## src/rtl/mw_store.sv

```systemverilog
module mw_store #(
    parameter int WORDS = 64,
    parameter int DW    = 16,
    localparam int AW   = $clog2(WORDS)
) (
    input  logic          clk,
    input  logic          rst_n,
    input  logic          we_one,
    input  logic          we_all,
    input  logic [AW-1:0] waddr,
    input  logic [DW-1:0] wdata,
    input  logic [AW-1:0] raddr,
    output logic [DW-1:0] rdata
);

    logic [DW-1:0] mem [WORDS];

    for (genvar i = 0; i < WORDS; i++) begin : g_word
        always_ff @(posedge clk or negedge rst_n) begin
            if (!rst_n)
                mem[i] <= '1;
            else if (we_all || (we_one && waddr == AW'(i)))
                mem[i] <= wdata;
        end
    end

    assign rdata = mem[raddr];

endmodule

```

## config.mk

```make
export PLATFORM = sky130hd
export DESIGN_NAME = mw_store
export DESIGN_NICKNAME = d
export VERILOG_FILES = /design/src/rtl/mw_store.sv
export SDC_FILE = /design/constraint.sdc
export NUM_CORES = 1
export LEC_CHECK = 0
export BUFFER_PORTS_ARGS = -buffer_cell sky130_fd_sc_hd__buf_2
export CAP_MARGIN = 10
export CORE_MARGIN = 2
export CORE_UTILIZATION = 40
export DETAILED_ROUTE_END_ITERATION = 8
export GPL_TIMING_DRIVEN = 0
export PLACE_DENSITY_LB_ADDON = 0.3
export SLEW_MARGIN = 20
export SYNTH_ARGS = -nofsm -noshare
export SYNTH_HDL_FRONTEND = slang
export SYNTH_SLANG_ARGS = --single-unit
```

## constraint.sdc

```tcl
create_clock -name clk -period 2.7 [get_ports clk]
set_input_delay 0.135 -clock clk [delete_from_list [all_inputs] [get_ports clk]]
set_output_delay 0.135 -clock clk [all_outputs]
set_load 0.005 [all_outputs]
```

==> flow_summary.yaml, run 1 <==
synth:
  yosys.area_share.simple: 0.00955
  number_of_enable_flip_flop_cells_after_synthesis: 0
  synth-seq-area-share: 0.563
  synth_top_family_by_area: "multiplexers"
  synth.mux.area_fraction: 0.379
  synth_compound_gate_area_share: 0.0232
  synth.ff_latch_count: 1024
  syn-cell-area_mm2: 0.0478
  synth_ff_type: "dfstp_2"
  netlist_top_cells_area: "dfstp_2 56%, mux2_2 24%, mux4_2 13%, clkbuf_1 1.1%, buf_2 1.1%"
  synthXorXnorAreaFrac: 0
  netlist-cell-type-count: 27
  mappedNetlistNets: 2962
  ys_async_sr_fraction: 1.00
  average_footprint_of_a_synthesized_cell_um2: 16.3
  synth.top_cells.by_count: "1,027 x mux2_2, 1,024 x dfstp_2, 269 x mux4_2, 138 x clkbuf_1, 101 x buf_2"
  synth_top_area_share: 0.563
  synthesis.instances: 2930
  synth_top_cell_by_area: "dfstp_2"
  number_of_warnings_printed_during_yosys_synthesis: 0
  synthMostInstantiatedCell: "mux2_2"
  synthAdderAreaFrac: 0
floorplan:
  die_width_um: 350
  floorplan.io_pins: 48
  fp.dieArea_mm2: 0.122
  die_height_um: 350
  coreArea_mm2: 0.118
  core.rowCount: 126
  initial_utilization: 0.404
timing:
  rsz_0062_raised_after_global_routing: "yes"
  setup-violations-final: 3
  totalNegativeSetupSlack_ns: -0.0770
  tightestPinTransition_ns: 1.18
  relSlewSlack: 0.213
  period_share: 1.02
  max_frequency_mhz: 364
  finClkSkew_ns: 0
  period_needed_ns: 2.75
  post-route-worst-setup-slack_ns: -0.0488
  finalMaxSlewViolations: 0
  hold_viol_final: 0
finish:
  largest_reg_flops: 1024
  registers.top_by_ff_count: "mem"
  drive_gt1_frac: 0.870
  final_util: 0.463
  stdcell_count: 4713
  num-nets-final: 3110
  area_growth_syn_to_layout_pct: 14.5
  final_design_area_no_fill_mm2: 0.0547
  biggestRegsByFlops: "mem x1024"
placement:
  placedCellCount: 4501
  dp_hpwl_um: 96100
  gp_congestion: 0.961
  placed_area_mm2: 0.0501
  setup_slack_at_placement_ns: -1.45
  port_buffers: 26
drt:
  drtIter0Drc: 1881
  route.detailed.vias_per_inst: 5.68
  drc: 0
  remaining_antenna_violation_count_after_routing: 0
  drt-pass1-iter-count: 5
  avgRoutedWirePerCell_um: 27.8
  vias: 26762
  postRouteWirelength_um: 131000
setup_path:
  reg2reg_to: "mem[51]$_DFFE_PN1P_"
  worstPathMaxFanout: 2
  rr_startpoint: "mem[51]$_DFFE_PN1P_"
  setup.worst_path.class: "flop to output port"
  startpoint_type: "flop"
  arrival_ns: 2.61
  reg2reg_slack_ns: 1.93
  ff2ff_path_depth: 1
  worst_ep_required_time_ns: 2.57
  setup.worst_path.end_class: "output port"
clocking:
  clock_sinks: 1024
  clkTransAtPathRegs_ns: 0.06
  cts_buffer_depth: 3
  cts_max_level: 3
  worst_skew_pair.late_latency_ns: 0.67
  cts-buffers-inserted: 109
  cts_root_buffer: "clkbuf_16"
  tritoncts: "done"
worst_hold_path:
  whs_endpoint: "mem[21]$_DFFE_PN1P_"
  hold_path.startpoint: "wdata[5]"
  worstHoldPathCells: 2
  worstHoldPathType: "input port to flop"
power_and_ir_drop:
  leakagePower_nw: 20.3
  ir_worst_vdd_uv: 525
  p_per_area_mw_per_mm2: 741
global_route:
  grt_overflow_total: 0
  grt_pass1_wl_um: 194000
  largest_net_degree_at_the_start_of_global_routing: 136
  grt_antenna_before_repair: 3
  global_route.usage.total: 0.216
  grt_pass1_vias: 28215
outcome:
  failed_checks: "setup timing"
  status: "complete, but fails checks"
job:
  cap_violations: 0
[metal layers]
layer | GRT usage | routed length, um | vias up
met5 | 0 | 57 | -
met4 | 0.0530 | 2640 | 2
met3 | 0.0367 | 6400 | 163
met2 | 0.362 | 64700 | 590
met1 | 0.292 | 57100 | 14718
li1 | - | - | 11289
[critical path, cell delays in order, from the launching register on]
cell      delay [ns]
dfstp_2         0.36
mux4_2          0.48
nor2_1          0.20
a211oi_1        0.11
o21ai_2         0.41
o41ai_4         0.20
buf_2           0.17
[cell families (layout without fill, tap and decap cells)]
logic type,after synthesis,after routing
compound gates,192,192
buf+inv,278,523
flops,1024,1024
mux,1344,1344
other cells,0,2
simple gates,92,92
[power breakdown]
| group | switching (mW) | internal [mW] | leakage, nW |
|---|---|---|---|
| combinational | 2.67 | 2.78 | 7.63 |
| sequential | 0.763 | 18.1 | 10.8 |
| clock | 6.40 | 9.83 | 1.94 |
[layout by cell type (no fill, tap or decap), drive strengths merged, types with 15 or more instances in the layout]
| master | synthesis | final |
|---|---|---|
| buf | 140 | 175 |
| o22ai | 19 | 19 |
| dfstp | 1024 | 1024 |
| a21oi | 93 | 93 |
| mux2i | 48 | 48 |
| clkbuf | 138 | 298 |
| mux2 | 1027 | 1027 |
| o21ai | 48 | 48 |
| bufinv | 0 | 15 |
| nor2 | 40 | 40 |
| mux4 | 269 | 269 |
| clkinv | 0 | 25 |
[cell type report]
| type | instances | area, um2 |
|---|---|---|
| fill | 10252 | 63500 |
| buffer | 277 | 1430 |
| multi-input combinational | 1628 | 20100 |
| clock inverter | 48 | 661 |
| antenna | 2 | 5.00 |
| timing repair buffer | 38 | 400 |
| clock buffer | 160 | 3270 |
| tap | 1536 | 1920 |
| sequential | 1024 | 26900 |
[metrics by stage]
stage          power (mW)  hold WS (ns)
2_1_floorplan        22.4       -0.0128
6_report             40.5        0.0269
5_1_grt              42.0        0.0452
3_3_place_gp         24.1         0.606
3_5_place_dp         24.3         0.417
4_1_cts              40.8       0.00461
[how the worst max path moves through the flow]
stage                               from                    to  slack, ns  cells past startpoint
floorplan                       raddr[0]             rdata[11]       0.76                      9
global placement                   rst_n  mem[643]$_DFFE_PN1P_     -13.74                      1
detailed placement              raddr[1]              rdata[4]      -1.45                     10
CTS                 mem[595]$_DFFE_PN1P_              rdata[3]      -0.04                      6
global route        mem[652]$_DFFE_PN1P_             rdata[12]      -0.07                      6
finish              mem[719]$_DFFE_PN1P_             rdata[15]      -0.05                      6
[what timing repair did]
item / in CTS / in global routing
setup endpoints to repair: 16 / 15
endpoints found under the hold margin: 89 / 0
hold buffers: 2 / 0
buffers inserted: 1 / 0
resized for setup: 144 / 24
pin swaps: 13 / 11
Note: power is estimated with default switching activity, not from simulation.
==> run 2: changes to the inputs <==
--- a/config.mk
+++ b/config.mk
@@ -8,7 +8,7 @@
 export BUFFER_PORTS_ARGS = -buffer_cell sky130_fd_sc_hd__buf_2
 export CAP_MARGIN = 10
 export CORE_MARGIN = 2
-export CORE_UTILIZATION = 40
+export CORE_UTILIZATION = 64
 export DETAILED_ROUTE_END_ITERATION = 8
 export GPL_TIMING_DRIVEN = 0
 export PLACE_DENSITY_LB_ADDON = 0.3
==> constraint.sdc (replaced) <==
create_clock -name clk -period 2.6 [get_ports clk]
set_input_delay 0.13 -clock clk [delete_from_list [all_inputs] [get_ports clk]]
set_output_delay 0.13 -clock clk [all_outputs]
set_load 0.005 [all_outputs]
==> run 2 against run 1 <==
Net effect:
- the run still ends with setup timing left
- clock skew did not move
- sequential share of layout area increased by 0.86 points
- sequential power grew 4%
- clock-buffer cell count is 2 lower
- critical path type unchanged
==> flow_summary.yaml, run 2 (synthesis results as in run 1) <==
finish:
  fillers: 4455
  ff_latch_area_mm2: 0.0269
  largest_reg_flops: 1024
  area_growth_syn_to_layout_pct: 12.5
  biggestRegsByFlops: "mem x1024"
  drive_gt1_frac: 0.875
  area_of_the_multi_input_gates_mm2: 0.0204
  num-nets-final: 3104
  leading_cell_types_in_the_layout_fill_and_taps_excluded: "1,024 x mux2_2, 1,024 x dfstp_2, 269 x mux4_2"
  registers.top_by_ff_count: "mem"
floorplan:
  floorplan.io_pins: 48
  initial_utilization: 0.644
  coreArea_mm2: 0.0742
  fp.dieArea_mm2: 0.0769
  die_width_um: 277
  core.rowCount: 100
  die_height_um: 277
worst_hold_path:
  worstHoldPathType: "input port to flop"
timing:
  totalNegativeSetupSlack_ns: -0.183
  period_share: 1.02
  whs_ns: 0.0250
  period_needed_ns: 2.66
  rsz_0062_raised_after_global_routing: "yes"
  max_frequency_mhz: 375
  finalMaxSlewViolations: 0
  post-route-worst-setup-slack_ns: -0.0643
  hold_viol_final: 0
  finClkSkew_ns: 0
  setup-violations-final: 8
  tightestPinTransition_ns: 1.25
  relSlewSlack: 0.168
global_route:
  grt_antenna_before_repair: 1
  grt_overflow_total: 0
  largest_net_degree_at_the_start_of_global_routing: 159
  grt_pass1_vias: 30380
  global_route.usage.total: 0.341
  grt_pass1_wl_um: 194000
placement:
  setup_slack_at_placement_ns: -1.37
  gp_congestion: 1.03
  dp_hpwl_um: 93800
  port_buffers: 26
setup_path:
  setup.worst_path.class: "flop to output port"
  path_buf_inv: 1
  critical_path.cell_chain: "mux4_2 > mux2i_1 > a211oi_2 > o21ai_4 > o41ai_4 > buf_2"
  startpoint_type: "flop"
  worst_ep_required_time_ns: 2.47
  critical_path.slowest_cell: "mux4_2"
  arrival_ns: 2.53
  worst_path_largest_cell_delay_ns: 0.46
  setup.worst_path.end_class: "output port"
  worstPathMaxFanout: 2
  worst_path_dominant_cell_family: "multiplexers"
drt:
  drc: 0
  route.detailed.vias_per_inst: 6.73
  avgRoutedWirePerCell_um: 31.3
  drtIter0Drc: 2501
  drt-pass1-iter-count: 6
  remaining_antenna_violation_count_after_routing: 0
  postRouteWirelength_um: 129000
  vias: 27736
clocking:
  cts_max_level: 3
  cts_buffer_depth: 3
  tritoncts: "done"
  clkTransAtPathRegs_ns: 0.06
  cts-buffers-inserted: 104
  cts_root_buffer: "clkbuf_16"
  clock_sinks: 1024
  worst_skew_pair.late_latency_ns: 0.67
outcome:
  status: "complete, but fails checks"
  failed_checks: "setup timing"
job:
  cap_violations: 0
power_and_ir_drop:
  power_mw: 40.9
  p_per_area_mw_per_mm2: 760
  leakagePower_nw: 20.1
  ir_worst_vdd_uv: 673
[run 2: what timing repair did]
| action | CTS | global route |
|---|---|---|
| endpoints found under the setup margin | 16 | 16 |
| buffers inserted | 1 | 0 |
| pin swaps | 18 | 23 |
| hold buffers | 2 | 0 |
| hold endpoints to repair | 78 | 0 |
| gates resized for setup | 161 | 71 |
[run 2: area by class of cell]
cell class / instances / share of cell area
Multi-Input combinational cell: 1628 / 0.378
Clock inverter: 28 / 0.00705
Buffer: 277 / 0.0265
Tap cell: 969 / 0.0225
Clock buffer: 158 / 0.0582
Antenna cell: 1 / 0.0000465
Sequential cell: 1024 / 0.500
Timing Repair Buffer: 37 / 0.00693
[run 2: layer usage]
layer,track usage,vias to the layer above,wire (um)
li1,-,11296,-
met1,0.450,15123,50700
met2,0.554,1055,63400
met3,0.0714,262,9290
met4,0.146,0,5650
met5,0,-,0
[run 2: per-stage QoR]
stage / instance area [um2] / utilization / instances
after CTS: 53500 / 0.720 / 4121
after global routing: 53800 / 0.725 / 4121
final: 53800 / 0.725 / 4122
after floorplan: 47800 / - / 2930
after global placement: 49100 / 0.662 / 3925
after detailed placement: 49400 / 0.665 / 3933
[run 2: worst paths after layout]
kind                                            from                   end  slack, ns  cells after the start
worst max-delay path            mem[580]$_DFFE_PN1P_              rdata[4]      -0.06                      6
worst min-delay path                       wdata[13]  mem[845]$_DFFE_PN1P_       0.02                      2
worst max register to register  mem[789]$_DFFE_PN1P_  mem[789]$_DFFE_PN1P_       1.81                      1
worst min register to register  mem[899]$_DFFE_PN1P_  mem[899]$_DFFE_PN1P_       0.62                      1
max in group asynchronous                      rst_n  mem[654]$_DFFE_PN1P_       0.36                      5
min in group asynchronous                      rst_n  mem[226]$_DFFE_PN1P_       0.30                      2
[run 2: report_power, final]
part | switching [mW] | internal [mW] | total [mW] | leakage [nW]
sequential | 0.866 | 18.8 | 19.7 | 10.8
combinational | 2.89 | 2.93 | 5.83 | 7.61
clock | 6.24 | 9.14 | 15.4 | 1.73
